[src/rtl/evt_cnt_pkg.sv]
package evt_cnt_pkg;
    localparam int CTRL_W = 32;
    localparam logic [CTRL_W-1:0] CTRL_MASK = 32'h0003_8F8F;
    localparam int B_CSEL  = 0;
    localparam int B_CPAIR = 7;
    localparam int B_RSEL  = 8;
    localparam int B_RPAIR = 15;
    localparam int B_SELF  = 16;
    localparam int B_CHAIN = 17;

    typedef enum logic { CNT_LIVE = 1'b0, CNT_ZERO = 1'b1 } cnt_state_e;
    typedef enum logic [1:0] { REG_CTRL = 2'd0, REG_RLD = 2'd1, REG_VAL = 2'd2, REG_NONE = 2'd3 } reg_sel_e;
endpackage

[src/rtl/evt_res_sel.sv]
module evt_res_sel #(
    parameter int N_SINGLE = 16,
    parameter int N_PAIR   = 8,
    localparam int SEL_W   = $clog2(N_SINGLE),
    localparam int PAIR_W  = $clog2(N_PAIR)
) (
    input  logic [N_SINGLE-1:0] single_i,
    input  logic [N_PAIR-1:0]   pair_i,
    input  logic                pair_mode_i,
    input  logic [SEL_W-1:0]    sel_i,
    output logic                hit_o
);
    always_comb begin
        if (pair_mode_i) hit_o = pair_i[sel_i[PAIR_W-1:0]];
        else             hit_o = single_i[sel_i];
    end
endmodule

[src/rtl/evt_cnt_slice.sv]
module evt_cnt_slice
    import evt_cnt_pkg::*;
#(
    parameter int CNT_W     = 16,
    parameter int N_SINGLE  = 16,
    parameter int N_PAIR    = 8,
    parameter bit HAS_CHAIN = 1'b1
) (
    input  logic                clk,
    input  logic                rst_n,
    input  logic [N_SINGLE-1:0] single_i,
    input  logic [N_PAIR-1:0]   pair_i,
    input  logic                chain_i,
    input  logic                wr_ctrl_i,
    input  logic                wr_rld_i,
    input  logic                wr_val_i,
    input  logic [CTRL_W-1:0]   wr_data_i,
    output logic [CTRL_W-1:0]   ctrl_o,
    output logic [CNT_W-1:0]    rld_val_o,
    output logic [CNT_W-1:0]    value_o,
    output logic                reload_now_o,
    output logic                reload_pulse_o,
    output logic                at_zero_o
);
    logic [CTRL_W-1:0] ctrl_q;
    logic [CNT_W-1:0]  rld_q, value_q, value_d;
    logic              cnt_hit, rld_hit, chain_en, dec, pulse_q;
    cnt_state_e        state_q, state_d;

    evt_res_sel #(.N_SINGLE(N_SINGLE), .N_PAIR(N_PAIR)) u_cnt_sel (
        .single_i(single_i), .pair_i(pair_i),
        .pair_mode_i(ctrl_q[B_CPAIR]), .sel_i(ctrl_q[B_CSEL +: 4]), .hit_o(cnt_hit));

    evt_res_sel #(.N_SINGLE(N_SINGLE), .N_PAIR(N_PAIR)) u_rld_sel (
        .single_i(single_i), .pair_i(pair_i),
        .pair_mode_i(ctrl_q[B_RPAIR]), .sel_i(ctrl_q[B_RSEL +: 4]), .hit_o(rld_hit));

    generate
        if (HAS_CHAIN) begin : g_chain
            assign chain_en = ctrl_q[B_CHAIN] & chain_i;
        end else begin : g_nochain
            assign chain_en = 1'b0;
        end
    endgenerate

    assign dec          = cnt_hit | chain_en;
    assign reload_now_o = !wr_val_i &&
                          (rld_hit || (ctrl_q[B_SELF] && cnt_hit && state_q == CNT_ZERO));

    always_comb begin
        value_d = value_q;
        if (wr_val_i)                        value_d = wr_data_i[CNT_W-1:0];
        else if (reload_now_o)               value_d = rld_q;
        else if (dec && state_q == CNT_LIVE) value_d = value_q - CNT_W'(1);
    end

    always_comb begin
        state_d = state_q;
        unique case (state_q)
            CNT_LIVE: if (value_d == '0) state_d = CNT_ZERO;
            CNT_ZERO: if (value_d != '0) state_d = CNT_LIVE;
            default:  state_d = CNT_ZERO;
        endcase
    end

    always_ff @(posedge clk) begin
        if (!rst_n) state_q <= CNT_ZERO;
        else        state_q <= state_d;
    end

    always_ff @(posedge clk) begin
        if (!rst_n) begin
            ctrl_q  <= '0;
            rld_q   <= '0;
            value_q <= '0;
            pulse_q <= 1'b0;
        end else begin
            if (wr_ctrl_i) ctrl_q <= wr_data_i & CTRL_MASK;
            if (wr_rld_i)  rld_q  <= wr_data_i[CNT_W-1:0];
            value_q <= value_d;
            pulse_q <= reload_now_o;
        end
    end

    always_comb begin
        ctrl_o         = ctrl_q;
        rld_val_o      = rld_q;
        value_o        = value_q;
        reload_pulse_o = pulse_q;
        at_zero_o      = (state_q == CNT_ZERO);
    end

    p_dec_one_r4: assert property (@(posedge clk) disable iff (!rst_n)
        (!wr_val_i && !reload_now_o && dec && value_q != '0) |=> value_q == $past(value_q) - CNT_W'(1));
    p_reload_load_r5: assert property (@(posedge clk) disable iff (!rst_n)
        reload_now_o |=> (value_q == $past(rld_q)) && reload_pulse_o);
    p_hold_zero_r8: assert property (@(posedge clk) disable iff (!rst_n)
        (value_q == '0 && !reload_now_o && !wr_val_i) |=> value_q == '0);
    p_zero_flag_r8: assert property (@(posedge clk) disable iff (!rst_n)
        at_zero_o == (value_q == '0));
    p_write_wins_r10: assert property (@(posedge clk) disable iff (!rst_n)
        wr_val_i |=> value_q == $past(wr_data_i[CNT_W-1:0]) && !reload_pulse_o);
endmodule

[src/rtl/evt_cnt_pair.sv]
module evt_cnt_pair
    import evt_cnt_pkg::*;
#(
    parameter int CNT_W    = 16,
    parameter int N_SINGLE = 16,
    parameter int N_PAIR   = 8
) (
    input  logic                clk,
    input  logic                rst_n,
    input  logic [N_SINGLE-1:0] single_res_i,
    input  logic [N_PAIR-1:0]   pair_res_i,
    input  logic                wr_en_i,
    input  logic [2:0]          addr_i,
    input  logic [CTRL_W-1:0]   wr_data_i,
    output logic [CTRL_W-1:0]   rd_data_o,
    output logic [CNT_W-1:0]    value0_o,
    output logic [CNT_W-1:0]    value1_o,
    output logic [1:0]          reload_o,
    output logic [1:0]          at_zero_o
);
    localparam int N_CNT = 2;

    logic [CTRL_W-1:0] ctrl   [N_CNT];
    logic [CNT_W-1:0]  rldv   [N_CNT];
    logic [CNT_W-1:0]  val    [N_CNT];
    logic [N_CNT-1:0]  rld_now;
    reg_sel_e          rsel;

    assign rsel = reg_sel_e'(addr_i[1:0]);

    generate
        for (genvar i = 0; i < N_CNT; i++) begin : g_cnt
            logic hit, chain_in;
            assign hit      = wr_en_i && (addr_i[2] == i[0]);
            assign chain_in = (i == 0) ? 1'b0 : rld_now[(i == 0) ? 0 : i-1];
            evt_cnt_slice #(
                .CNT_W(CNT_W), .N_SINGLE(N_SINGLE), .N_PAIR(N_PAIR), .HAS_CHAIN(i != 0)
            ) u_slice (
                .clk(clk), .rst_n(rst_n),
                .single_i(single_res_i), .pair_i(pair_res_i), .chain_i(chain_in),
                .wr_ctrl_i(hit && rsel == REG_CTRL),
                .wr_rld_i (hit && rsel == REG_RLD),
                .wr_val_i (hit && rsel == REG_VAL),
                .wr_data_i(wr_data_i),
                .ctrl_o(ctrl[i]), .rld_val_o(rldv[i]), .value_o(val[i]),
                .reload_now_o(rld_now[i]), .reload_pulse_o(reload_o[i]),
                .at_zero_o(at_zero_o[i]));
        end
    endgenerate

    always_comb begin
        rd_data_o = '0;
        unique case (rsel)
            REG_CTRL: rd_data_o = ctrl[addr_i[2]];
            REG_RLD:  rd_data_o = {{(CTRL_W-CNT_W){1'b0}}, rldv[addr_i[2]]};
            REG_VAL:  rd_data_o = {{(CTRL_W-CNT_W){1'b0}}, val[addr_i[2]]};
            REG_NONE: rd_data_o = '0;
        endcase
    end

    assign value0_o = val[0];
    assign value1_o = val[1];

    p_chain_step_r9: assert property (@(posedge clk) disable iff (!rst_n)
        (rld_now[0] && ctrl[1][B_CHAIN] && !rld_now[1] && val[1] != '0 &&
         !(wr_en_i && addr_i == 3'd6)) |=> value1_o == $past(val[1]) - CNT_W'(1));
    p_reserved_zero_r1: assert property (@(posedge clk) disable iff (!rst_n)
        (rsel == REG_CTRL) |-> (rd_data_o & ~CTRL_MASK) == '0);
endmodule

[config.mk]
export PLATFORM = sky130hd
export DESIGN_NAME = evt_cnt_pair
export DESIGN_NICKNAME = d
export VERILOG_FILES = /design/src/rtl/evt_cnt_pkg.sv /design/src/rtl/evt_res_sel.sv /design/src/rtl/evt_cnt_slice.sv /design/src/rtl/evt_cnt_pair.sv
export SDC_FILE = /design/constraint.sdc
export NUM_CORES = 1
export LEC_CHECK = 0
export BUFFER_PORTS_ARGS = -buffer_cell sky130_fd_sc_hd__buf_4
export CORE_ASPECT_RATIO = 1.2
export CORE_UTILIZATION = 50
export DETAILED_ROUTE_END_ITERATION = 10
export GPL_TIMING_DRIVEN = 1
export MAX_ROUTING_LAYER = met4
export PLACE_DENSITY = 0.77
export SYNTH_ARGS = -nofsm -noshare
export SYNTH_HDL_FRONTEND = slang
export SYNTH_SLANG_ARGS = --single-unit
export TNS_END_PERCENT = 50
[constraint.sdc]
create_clock -name clk -period 2.9 [get_ports clk]
set_input_delay 0.58 -clock clk [delete_from_list [all_inputs] [get_ports clk]]
set_output_delay 0.58 -clock clk [all_outputs]
set_load 0.02 [all_outputs]
Word level (Yosys, flattened, before mapping):

Index checks and enable logic that the tools add are counted.

* register bits: 92
* bits of input ports: 62
* output and inout port bits: 68
* logic and storage cells: 97

* add/subtract/negate cells: 2
* magnitude comparators: 9
* eq/ne operators: 3
* mux-type cells: 42
* bitwise logic cells: 6
* reductions and logical operators: 25

Operators by type and width (number)
* 16-bit 2-to-1 mux: 12
* 32-bit case mux with 4 select lines: 1
* 32-bit 2-to-1 mux: 2
* 16-bit logical NOT: 2
* 16-bit nonzero test: 2
* 16-bit by 1-bit subtractor with 16-bit output (second input constant): 2
* 4-bit by 5-bit less-than comparator with 1-bit output (second input constant): 4
* 18-bit 2-to-1 mux: 1
* 1-bit binary-select mux with 4-bit select: 4
* 1-bit logical AND: 16
* 3-bit by 4-bit less-than comparator with 1-bit output (second input constant): 4
* 1-bit 2-to-1 mux: 16
* 1-bit binary-select mux with 3-bit select: 4
* 2-bit equality test (second input constant): 2
* 1-bit case mux with 2 select lines: 2
* 1-bit inverter: 3
* 2-bit by 1-bit equality test with 1-bit output (second input constant): 1
* 2-bit >= comparator (second input constant): 1
* 1-bit logical NOT: 2
* 2-bit logical NOT: 1
* 1-bit logical OR: 2
* 1-bit inverter with 2-bit output: 1
* 1-bit bitwise AND: 1
* 1-bit OR: 1

Depth between registers and ports, before layout:

Gate-level depths: netlist (run 1).

* word-level depth: 16
* depth in mapped cells: 12

Cells and area by module:

A second synthesis (run 1) with hierarchy kept.

* cell total of the unflattened synthesis: 779
* area total of the unflattened synthesis: 7059.3 um2

Modules (own cells, without submodules)
* evt_cnt_slice (g_cnt[0].u_slice): times used 1, cells an instance 276, area each 2588.7 um2, seq. area each 920.9 um2
* evt_cnt_slice (g_cnt[1].u_slice): times used 1, cells an instance 275, area each 2429.8 um2, seq. area each 920.9 um2
* evt_cnt_pair: times used 1, cells an instance 148, area each 1114.8 um2, seq. area each 0.0 um2
* evt_res_sel: times used 4, cells an instance 20, area each 231.5 um2, seq. area each 0.0 um2

Worst setup path after synthesis (run 1):

No wires, ideal clock.

* path kind: input port to flip-flop
* from: in single_res_i[11]
* to: reg g_cnt[0].u_slice.state_q
* library setup time: 0.096 ns
* arrival: 2.973 ns
* required time: 2.804 ns
* setup slack: -0.168 ns
* stages: 11
* path buffers: 1
* cells stage by stage: mux4_2 mux2_2 nand3b_1 a31oi_1 or2_1 buf_6 and3_1 a21oi_1 o21ai_1 or4_1 o41ai_2

* word-level cells in the longest chain between the ends: 12
* elaborated cells on any way between the ends: 19
* those cells by class: 12 x mux; 7 x reduce/logical

Ends and longest elaborated chain
* from (decl): RTL line evt_cnt_pair.sv:10 `input logic [N_SINGLE-1:0] single_res_i,`
* 1-bit binary-select mux with 4-bit select: RTL line evt_res_sel.sv:15 `else hit_o = single_i[sel_i];`
* 1-bit 2-to-1 mux (implied by the code): RTL line evt_res_sel.sv:15
* 1-bit 2-to-1 mux: RTL line evt_res_sel.sv:14 `if (pair_mode_i) hit_o = pair_i[sel_i[PAIR_W-1:0]];`
* 1-bit logical AND (2 in a row): RTL line evt_cnt_slice.sv:48 `(rld_hit || (ctrl_q[B_SELF] && cnt_hit && state_q == CNT_ZERO));`
* 1-bit logical OR: RTL line evt_cnt_slice.sv:48
* 1-bit logical AND: RTL line evt_cnt_slice.sv:47 `assign reload_now_o = !wr_val_i &&`
* 16-bit 2-to-1 mux (*): RTL line evt_cnt_slice.sv:53 `else if (reload_now_o) value_d = rld_q;`
* 16-bit 2-to-1 mux (*): RTL line evt_cnt_slice.sv:52 `if (wr_val_i) value_d = wr_data_i[CNT_W-1:0];`
* 16-bit nonzero test / 16-bit logical NOT (equally long branches): RTL line evt_cnt_slice.sv:61, evt_cnt_slice.sv:60
* 1-bit 2-to-1 mux (on tied branches): RTL line evt_cnt_slice.sv:61, evt_cnt_slice.sv:60
* 1-bit case mux with 2 select lines (*): RTL line evt_cnt_slice.sv:59 `unique case (state_q)`
* to (signal assigned): RTL line evt_cnt_slice.sv:68 `else state_q <= state_d;`
* to (decl): RTL line evt_cnt_slice.sv:28 `cnt_state_e state_q, state_d;`

Every way passes the cells marked *; elsewhere a longest branch is shown, timed or not. The select of a mux whose other input is x is not followed.
A chain may end at the register's enable or synchronous reset.

Worst setup path in the final report (run 1):

* from: reg g_cnt[0].u_slice.ctrl_q[0]
* to: reg g_cnt[0].u_slice.state_q

* word-level cells in the longest chain between the ends: 12
* elaborated cells on any way between the ends: 18
* those cells by class: 11 x mux; 7 x reduce/logical

Ends and longest elaborated chain
* from (decl): RTL line evt_cnt_slice.sv:25 `logic [CTRL_W-1:0] ctrl_q;`
* from (signal assigned): RTL line evt_cnt_slice.sv:78 `if (wr_ctrl_i) ctrl_q <= wr_data_i & CTRL_MASK;`
* 1-bit binary-select mux with 4-bit select / 1-bit binary-select mux with 3-bit select (equally long branches): RTL line evt_res_sel.sv:15, evt_res_sel.sv:14
* 1-bit 2-to-1 mux (on tied branches): RTL line evt_res_sel.sv:15, evt_res_sel.sv:14
* 1-bit 2-to-1 mux (*): RTL line evt_res_sel.sv:14
* 1-bit logical AND (2 in a row): RTL line evt_cnt_slice.sv:48
* 1-bit logical OR: RTL line evt_cnt_slice.sv:48
* 1-bit logical AND: RTL line evt_cnt_slice.sv:47
* 16-bit 2-to-1 mux (*): RTL line evt_cnt_slice.sv:53
* 16-bit 2-to-1 mux (*): RTL line evt_cnt_slice.sv:52
* 16-bit nonzero test / 16-bit logical NOT (equally long branches): RTL line evt_cnt_slice.sv:61, evt_cnt_slice.sv:60
* 1-bit 2-to-1 mux (on tied branches): RTL line evt_cnt_slice.sv:61, evt_cnt_slice.sv:60
* 1-bit case mux with 2 select lines (*): RTL line evt_cnt_slice.sv:59

Marks and branches as above.

==> results of run 1 <==
-- power breakdown --
group / internal, mW / leakage (nW) / switching [mW]
Clock: 0.889 / 0.173 / 0.503
Sequential: 1.32 / 0.752 / 0.0810
Combinational: 0.560 / 2.41 / 0.683
Total: 2.77 / 3.34 / 1.27
-- cells by family after synthesis --
| logic type | count (synthesis) |
|---|---|
| mux | 70 |
| other cells | 1 |
| flops | 92 |
| xor+xnor | 23 |
| simple gates | 334 |
| compound gates | 176 |
| fa+ha+maj | 2 |
| buf+inv | 85 |
-- worst paths after layout --
path | startpoint | endpoint | slack (ns) | depth (start not counted)
hold / removal | g_cnt[0].u_slice.ctrl_o[17]$_SDFFE_PN0P_ | g_cnt[0].u_slice.ctrl_o[17]$_SDFFE_PN0P_ | 0.46 | 2
setup / recovery | g_cnt[0].u_slice.ctrl_o[0]$_SDFFE_PN0P_ | g_cnt[0].u_slice.at_zero_o$_SDFF_PN1_ | -0.40 | 13
hold reg to reg | g_cnt[0].u_slice.ctrl_o[17]$_SDFFE_PN0P_ | g_cnt[0].u_slice.ctrl_o[17]$_SDFFE_PN0P_ | 0.46 | 2
setup reg to reg | g_cnt[0].u_slice.ctrl_o[0]$_SDFFE_PN0P_ | g_cnt[0].u_slice.at_zero_o$_SDFF_PN1_ | -0.40 | 13
-- placed cells by master (no fill, tap or decap), drive strengths merged, types with 4 or more instances in the layout --
| cell type | Yosys | layout |
|---|---|---|
| a211oi | 8 | 8 |
| a21oi | 88 | 88 |
| a221oi | 4 | 4 |
| a31oi | 4 | 4 |
| and2 | 16 | 16 |
| and3 | 8 | 8 |
| buf | 32 | 218 |
| clkbuf | 39 | 12 |
| conb | 1 | 14 |
| dfxtp | 92 | 92 |
| inv | 14 | 14 |
| mux2 | 9 | 9 |
| mux2i | 41 | 41 |
| mux4 | 20 | 20 |
| nand2 | 162 | 162 |
| nand2b | 8 | 8 |
| nand3 | 12 | 12 |
| nand3b | 5 | 5 |
| nand4 | 5 | 5 |
| nor2 | 56 | 56 |
| nor2b | 4 | 4 |
| nor3 | 23 | 23 |
| nor3b | 8 | 8 |
| nor4 | 7 | 7 |
| o211ai | 5 | 5 |
| o21ai | 28 | 28 |
| o22ai | 11 | 11 |
| o311a | 3 | 4 |
| or3 | 6 | 6 |
| or4 | 7 | 7 |
| xnor2 | 11 | 11 |
| xor2 | 12 | 12 |
-- registers in the layout (all words and copies together) (netlist names) --
name,cells
g_cnt.u_slice.reload_pulse_o,2
g_cnt.u_slice.value_o,32
g_cnt.u_slice.ctrl_o,24
g_cnt.u_slice.rld_val_o,32
g_cnt.u_slice.at_zero_o,2
-- synthesized netlist by cell type, types with 4 or more instances --
| library cell | count |
|---|---|
| a211oi_1 | 8 |
| a21oi_1 | 88 |
| a221oi_1 | 4 |
| a31oi_1 | 4 |
| and2_1 | 16 |
| and3_1 | 8 |
| buf_1 | 6 |
| buf_2 | 6 |
| buf_4 | 19 |
| clkbuf_1 | 39 |
| dfxtp_1 | 92 |
| inv_1 | 14 |
| mux2_2 | 8 |
| mux2i_1 | 41 |
| mux4_2 | 20 |
| nand2_1 | 162 |
| nand2b_1 | 8 |
| nand3_1 | 12 |
| nand3b_1 | 5 |
| nand4_1 | 5 |
| nor2_1 | 56 |
| nor2b_1 | 4 |
| nor3_1 | 23 |
| nor3b_1 | 8 |
| nor4_1 | 7 |
| o211ai_1 | 5 |
| o21ai_0 | 26 |
| o22ai_1 | 11 |
| or3_1 | 6 |
| or4_1 | 7 |
| xnor2_1 | 11 |
| xor2_1 | 12 |
-- layer usage --
metal / global-route usage, % / up-vias / share of wire [%]
met3: 5.01 / 130 / 9.8
met1: 42.7 / 3258 / 36
met4: 20.4 / 0 / 5.7
li1: - / 3101 / -
met2: 60.2 / 518 / 48
met5: - / - / 0
-- worst reg2reg max path: cells and delay by family (launching register included) --
| family | cells | cell delay, ns |
|---|---|---|
| xor gates and xnor gates | 1 | 0.15 |
| DFF | 1 | 0.36 |
| AOI/OAI and AO/OA | 4 | 0.92 |
| and+or+nand+nor | 4 | 1.09 |
| buffers and inverters | 4 | 0.68 |
-- what timing repair did --
item                                    CTS  global route
setup buffers                             8             7
endpoints found under the setup margin   17            17
resized for setup                        39            40
cloned                                    0             1
pin swaps                                16            26
-- area by class of cell --
class / instances / area share, %
inverter: 14 / 0.631
clock buffer: 12 / 3.08
clock inverter: 4 / 1.14
sequential: 92 / 22.3
multi-input combinational: 620 / 50.2
tap: 157 / 2.36
timing repair buffer: 218 / 20.3
==> results.txt, run 1 <==
The run finished, with violations left. The final reports fail on setup timing. For the pin with the worst max-slew slack, the measured transition is between 1 and 1.5 ns. The top-area cell type share of the netlist area is about 31%. The proportion of synthesized flip-flops having asynchronous set or reset is 0%.

The largest net degree at the start of global routing is 69. Max-cap violations in this run came to 0. The required time of the critical path is 3.16 ns. The number of enable flip-flop cells after synthesis came out at 0. The cell row count is 43.

The total area of multi-input combinational cells came out at 4180 um2. The final hold slack came out at roughly 0.46 ns. The master cell of the clock root buffer is clkbuf_16.

The maximum count of clock buffers along a single path came out at 2. The layout has between 800 and 900 filler cells. The first-pass GRT wire length is 33400 um. The clock tree synthesis step divided the H-tree into 3 levels. The number of max-slew violations in the final report is 0. The post-route non-filler standard cell count is around 1100. The post-layout instance area came out at approximately 8300 um2. By area the synthesized netlist is led by dfxtp_1, nand2_1, mux4_2, a21oi_1, mux2i_1.

dfxtp_1 takes more of the synthesized area than any other cell. In this run the power density over the cells is around 480 nW/um2. Multiplexer cells account for between 10% and 20% of the synthesized area. The clock network latency to the later pin of the worst-skew pair is between 0.3 and 0.4 ns. The horizontal die dimension came out at 102 um. For this design, the sink count on the clock tree is 92. After clock tree synthesis, the flow added hold-fix buffers numbering 0. The worst setup path is captured at a flop.

Total power for the finished layout comes to roughly 4 mW. The worst pin sits at a relative slew slack of approximately 22%. The mean instance size in the synthesized netlist is 7.71 um2. On the critical path the largest part of the delay comes from simple AND/OR/NAND/NOR gates. At the end of routability-driven placement, the weighted congestion stood at 0.974. The post-synthesis adder-cell area fraction came out at less than 1%. For the worst setup path, the data arrival time is between 3 and 4 ns. The number of global-route vias before repair is roughly 6300.

The final worst setup slack is -0.400 ns. The wire length per cell after detailed routing is between 20 and 25 um. The area share of xor/xnor cells in the synthesized design came out at between 3 and 4%. The share of the Yosys chip area taken by registers is slightly above 30%. The post-synthesis instance area is 6040 um2. The wire-length estimate of the detail-placed layout is about 16000 um. Summing the areas of all and, or, nand and nor instances in the mapped netlist gives approximately a quarter of the synthesized area.

The total cell area at the placement stage came out at around 7500 um2. For this run, the share of the core covered by cells in the final layout is about 71%. The core area is 11700 um2. Setup repair after global routing could not meet its margin everywhere.

After global routing the overflow that remains totals 0. The first TritonRoute pass finished after 5 iterations. In this run the tool buffered the top-level ports with between 100 and 150 buffer cells. Of the available clock period, the critical path in the final layout requires 114%.

The number of antenna violations at the first check in global routing came out at 0. The floorplan step defined a die boundary enclosing about 13000 um2. The clock skew is approximately 0.008 ns. The count of boundary I/O pins is 130. In this run the static leakage power is around 3.3 nW. The aggregate negative setup slack is -1.25 ns. The dominant synthesized flop cell is dfxtp_1. The slowest library cell on the worst path is or4_1.

The maximum ir drop on the vdd rail came out at approximately 0.00032 V. By area, the combinational part of the netlist is dominated by simple AND/OR/NAND/NOR gates. The largest single stage delay on the critical path is a little under 0.5 ns. The flop and latch count out of synthesis came out at roughly 90. After the last flow step, the layout net total stands at roughly 1000. The ratio of routed vias to standard cells is between 6 and 7.

The iteration-0 DRC count of the detailed router is just under 900. The global router's overall resource usage came out at 36.6%. Measured along the y axis, the die boundary spans around 120 um.

The number of buffers inserted during clock tree synthesis is 9. The count of distinct cell types in the synthesized netlist came out at between 60 and 70. The instance count of the mapped netlist came out at between 700 and 800. Static timing analysis puts the maximum clock frequency at about 0.3 GHz. The final layout contains routed wiring with a total length of around 23000 um. The number of warning messages in the yosys log is 0.

For this configuration, the core starts out at a cell density of 51.7%. The number of endpoints with negative hold slack in the final report came out at 0. The number of nets with antenna violations after routing came out at 0. The layout overhead on the synthesized area came out at 38.0%. Timing analysis after detailed placement gives a worst setup slack of -0.585 ns. Walking the worst path, the cells encountered are buf_4, a311oi_1, nand4_1, buf_4, a31oi_4, nand3b_1, buf_6, buf_6, nor3_4, xnor2_1, o21ai_1, or4_1, o41ai_2. The post-detailed-route DRC marker count came out at 0.

The kind of start point of the critical path is a flop. The number of buffers and inverters on the critical path came out at 4. The count of placed standard cells including taps came out at between 1000 and 1500. The worst min-delay path class is flop to flop. The total setup violations reported at the end of the flow is 7.

The via count of the routed design is about 7000. The antenna diode count came out at 0. The sequential cell area is about 1900 um2. TritonCTS built the clock tree. The fraction of final layout cells with drive strength greater than 1 is 33.4%.

The clock-pin slew of the registers on the worst-case setup and hold paths is approximately 0.06 ns. The worst setup path is of the flop to flop kind. After layout, the minimum clock period comes to about 3.3 ns. The compound-cell area share of the yosys netlist is ~18%.

The biggest fanout along the worst timing path came out at 7.
No activity file was read; power rests on OpenSTA's default activity.
==> run 2: changes to the inputs <==
TNS_END_PERCENT = 1   (was 50)
==> results.txt, run 2 (same netlist as run 1, synthesis figures left out) <==
The minimum clock period is 3.33 ns (+0.0313 ns). Setup repair after global routing could not meet its margin everywhere. The post-detailed-route DRC marker count is 0 (unchanged).

The library cells used most frequently in the layout, excluding fill and tap cells, are buf_4, nand2_1, dfxtp_1. The kind of start point of the critical path is a flop. The startpoint identified for the worst hold timing path is g_cnt[0].u_slice.ctrl_o[17]$_SDFFE_PN0P_. The required time of the critical path is 3.14 ns (-0.02 ns).

The relative max-transition margin came out at 49.5% (+27 points). The total clock sinks is 92 (unchanged). The cell row count is 43 (unchanged).

The internal power was 2.62 mW (-5.5%). The biggest fanout along the worst timing path came out at 6 (-1). The number of instances on the worst hold path was 2 (unchanged). The global router's overall resource usage came out at 36.3% (-0.23 points). The number of antenna violations at the first check in global routing is 0 (unchanged). The estimated wirelength of the detail-placed design came to 15800 um (about the same). The number of endpoints with negative hold slack in the final report came out at 0 (unchanged). The slew of the pin with the lowest slew margin is 0.755 ns (-0.404 ns). The effective utilization at floorplan is 51.7% (unchanged). The areal power density over the cells came out at 467 nW/um2 (-3.5%). The number of optimization iterations in the first detailed-route pass came to 7 (+2). The global-route congestion overflow total is 0 (unchanged). The total wire length came out at 23100 um (-1.1%). The total die area came out at 12500 um2 (unchanged).

Clock tree synthesis selected as its root buffer the cell clkbuf_16. The flow ran to the end, but the final reports show violations. The number of global-route vias before repair is 6289 (-0.68%).

The end of the worst register-to-register path is g_cnt[0].u_slice.at_zero_o$_SDFF_PN1_. The global placer's final weighted congestion came to 0.925 (-5.1%). The final hold slack came out at 0.464 ns (+0.00572 ns). The horizontal die dimension is 102 um (unchanged).

For hold timing, the worst endpoint is g_cnt[0].u_slice.ctrl_o[17]$_SDFFE_PN0P_. The maximum count of clock buffers along a single path is 2 (unchanged). The combinational share of power was 30.9% (about the same).

The die extent in y is 122 um (unchanged). The count of boundary I/O pins is 130 (unchanged). The iteration-0 DRC count of the detailed router is 821 (-7.4%). The clock-pin slew of the registers on the worst-case setup and hold paths is 0.07 ns (about the same). The maximum level of the CTS H-tree is 3 (unchanged). The switching portion of total power is 32.3% (+0.93 points). The wire length per cell after detailed routing came out at 20.6 um (-1.5%). Among the stages of the critical path, the cell type that occurs most often is buf_4.

The final worst setup slack is -0.431 ns (-0.0313 ns). The post-route clock period utilization came out at 115% (+1.1 points). The largest net degree at the start of global routing came out at 71 (+2.9%).

The ratio of routed vias to standard cells is 6.31 (+0.61%). The static power due to leakage is 3.32 nW (-0.60%). The first-pass GRT wire length came out at 33200 um (-0.60%). The final core area utilization came out at 70.9% (-0.51 points). The critical path in this run is classified as flop to flop.

TritonCTS built the clock tree. Broken down by cell family, the worst path's largest delay share belongs to simple AND/OR/NAND/NOR gates. The total setup violations reported at the end of the flow is 6 (-1). The antenna diode count is 0 (unchanged). The number of port buffers came out at 101 (unchanged). The max-cap check violation count came out at 0 (unchanged). The clock group share of total power was 32.8% (-1.7 points). The fraction of final layout cells with drive strength greater than 1 came out at 32.9% (-0.55 points). The signal on the critical path passes through buf_12, buf_4, buf_4, mux2i_1, nand3_1, nand4_1, buf_4, a31oi_4, buf_6, nand2_2, or3_4, xor2_2, o21ai_2, or4_1, o41ai_2. The net switching power figure came out at 1.25 mW (-1.3%). The setup slack of the worst register-to-register path is -0.43 ns (-0.03 ns). The power share of the sequential group is 36.2% (+1.5 points). The final layout net count is 1023 (+0.39%). The clock skew is 0.00752 ns (-0.000417 ns). The endpoint arrival time on the critical path came out at 3.57 ns (about the same).

The post-placement setup slack came out at -0.637 ns (-0.0518 ns). The worst stage delay on the critical path is 0.43 ns (-0.06 ns). The checks that failed: setup timing. The worst setup path is captured at a flop. The clock network latency to the later pin of the worst-skew pair is 0.35 ns (about the same). The worst-case reg-to-reg path depth is 15 (+2). The number of max-slew violations in the final report is 0 (unchanged). The total power of the final layout is 3.87 mW (-4.2%). The upper clock frequency limit was 0.300 GHz (-0.94%).

The layout overhead on the synthesized area is 37.0%. The library cell used most frequently in the layout, excluding fill and tap cells, is buf_4. The number of nets with antenna violations after routing came out at 0 (unchanged). The core area is 11700 um2 (unchanged). The maximum ir drop on the vdd rail came out at 0.000335 V (+3.3%). The number of buffers and inverters on the critical path is 5 (+1).

The hold-fix buffer count after cts came out at 0 (unchanged). The source of the worst register-to-register timing path is g_cnt[0].u_slice.ctrl_o[1]$_SDFFE_PN0P_. The slowest stage of the critical path is the or4_1 cell. In this run the worst hold path is classified as flop to flop.

The via count of the routed design is 7075 (+0.97%). The number of buffers inserted during clock tree synthesis is 9 (unchanged).
run 2: cell count changes in the layout (fill, tap and decap cells not counted), sizes merged:
cell / delta
bufinv: -1
clkinvlp: +2
clkinv: +1
clkbuf: -2
buf: +4
run 2: per-stage QoR:
| step | cell area (um2) | instances | TNS [ns] |
|---|---|---|---|
| after floorplan | 6100 | 796 | -0.292 |
| after global placement | 7550 | 1089 | -4.70 |
| final | 8270 | 1121 | -1.03 |
| after detailed placement | 7550 | 1089 | -5.91 |
| after global routing | 8270 | 1121 | -1.83 |
| after CTS | 8090 | 1113 | -0.400 |
run 2: how the worst max path moves through the flow:
| stage | start | to | slack [ns] | cells past startpoint |
|---|---|---|---|---|
| 2_1_floorplan | single_res_i[11] | g_cnt[0].u_slice.at_zero_o$_SDFF_PN1_ | -0.11 | 11 |
| 3_3_place_gp | pair_res_i[3] | g_cnt[1].u_slice.at_zero_o$_SDFF_PN1_ | -0.61 | 11 |
| 3_5_place_dp | single_res_i[8] | g_cnt[1].u_slice.at_zero_o$_SDFF_PN1_ | -0.64 | 12 |
| 4_1_cts | g_cnt[0].u_slice.ctrl_o[0]$_SDFFE_PN0P_ | g_cnt[0].u_slice.at_zero_o$_SDFF_PN1_ | -0.22 | 10 |
| 5_1_grt | g_cnt[0].u_slice.ctrl_o[1]$_SDFFE_PN0P_ | g_cnt[0].u_slice.at_zero_o$_SDFF_PN1_ | -0.50 | 15 |
| 6_report | g_cnt[0].u_slice.ctrl_o[1]$_SDFFE_PN0P_ | g_cnt[0].u_slice.at_zero_o$_SDFF_PN1_ | -0.43 | 15 |
run 2: per-layer routing:
metal	vias up	track usage [%]	wire, um
li1	3117	-	-
met1	3293	43.0	8250
met2	539	58.2	11000
met3	126	5.47	2480
met4	0	21.4	1360
met5	-	-	0
run 2: power by group through the flow:
stage,Sequential [mW],Clock [mW],Combinational (mW)
after floorplan,1.44,0,0.565
after global placement,1.42,0,1.03
after detailed placement,1.42,0,1.05
after CTS,1.40,1.26,1.11
after global routing,1.40,1.32,1.26
final,1.40,1.27,1.20
run 2: final cells by class:
cell class | instances | area [um2]
clock buffer | 10 | 229
clock inverter | 6 | 88.8
fill | 912 | 3400
inverter | 14 | 52.6
multi-input combinational | 620 | 4120
sequential | 92 | 1850
tap | 157 | 196
timing repair buffer | 222 | 1740
run 2: worst register-to-register path: stages (launching register included):
cell	delay (ns)
dfxtp_2	0.33
buf_12	0.13
buf_4	0.13
buf_4	0.13
mux2i_1	0.13
nand3_1	0.10
nand4_1	0.14
buf_4	0.20
a31oi_4	0.24
buf_6	0.14
nand2_2	0.08
or3_4	0.38
xor2_2	0.21
o21ai_2	0.09
or4_1	0.43
o41ai_2	0.36
run 2: timing repair:
item                                    CTS  global route
endpoints found under the setup margin   17            16
gates cloned                              0             1
setup buffers                             8             7
gates resized for setup                  36            27
endpoints found under the hold margin     0             0
pin swaps                                15            18
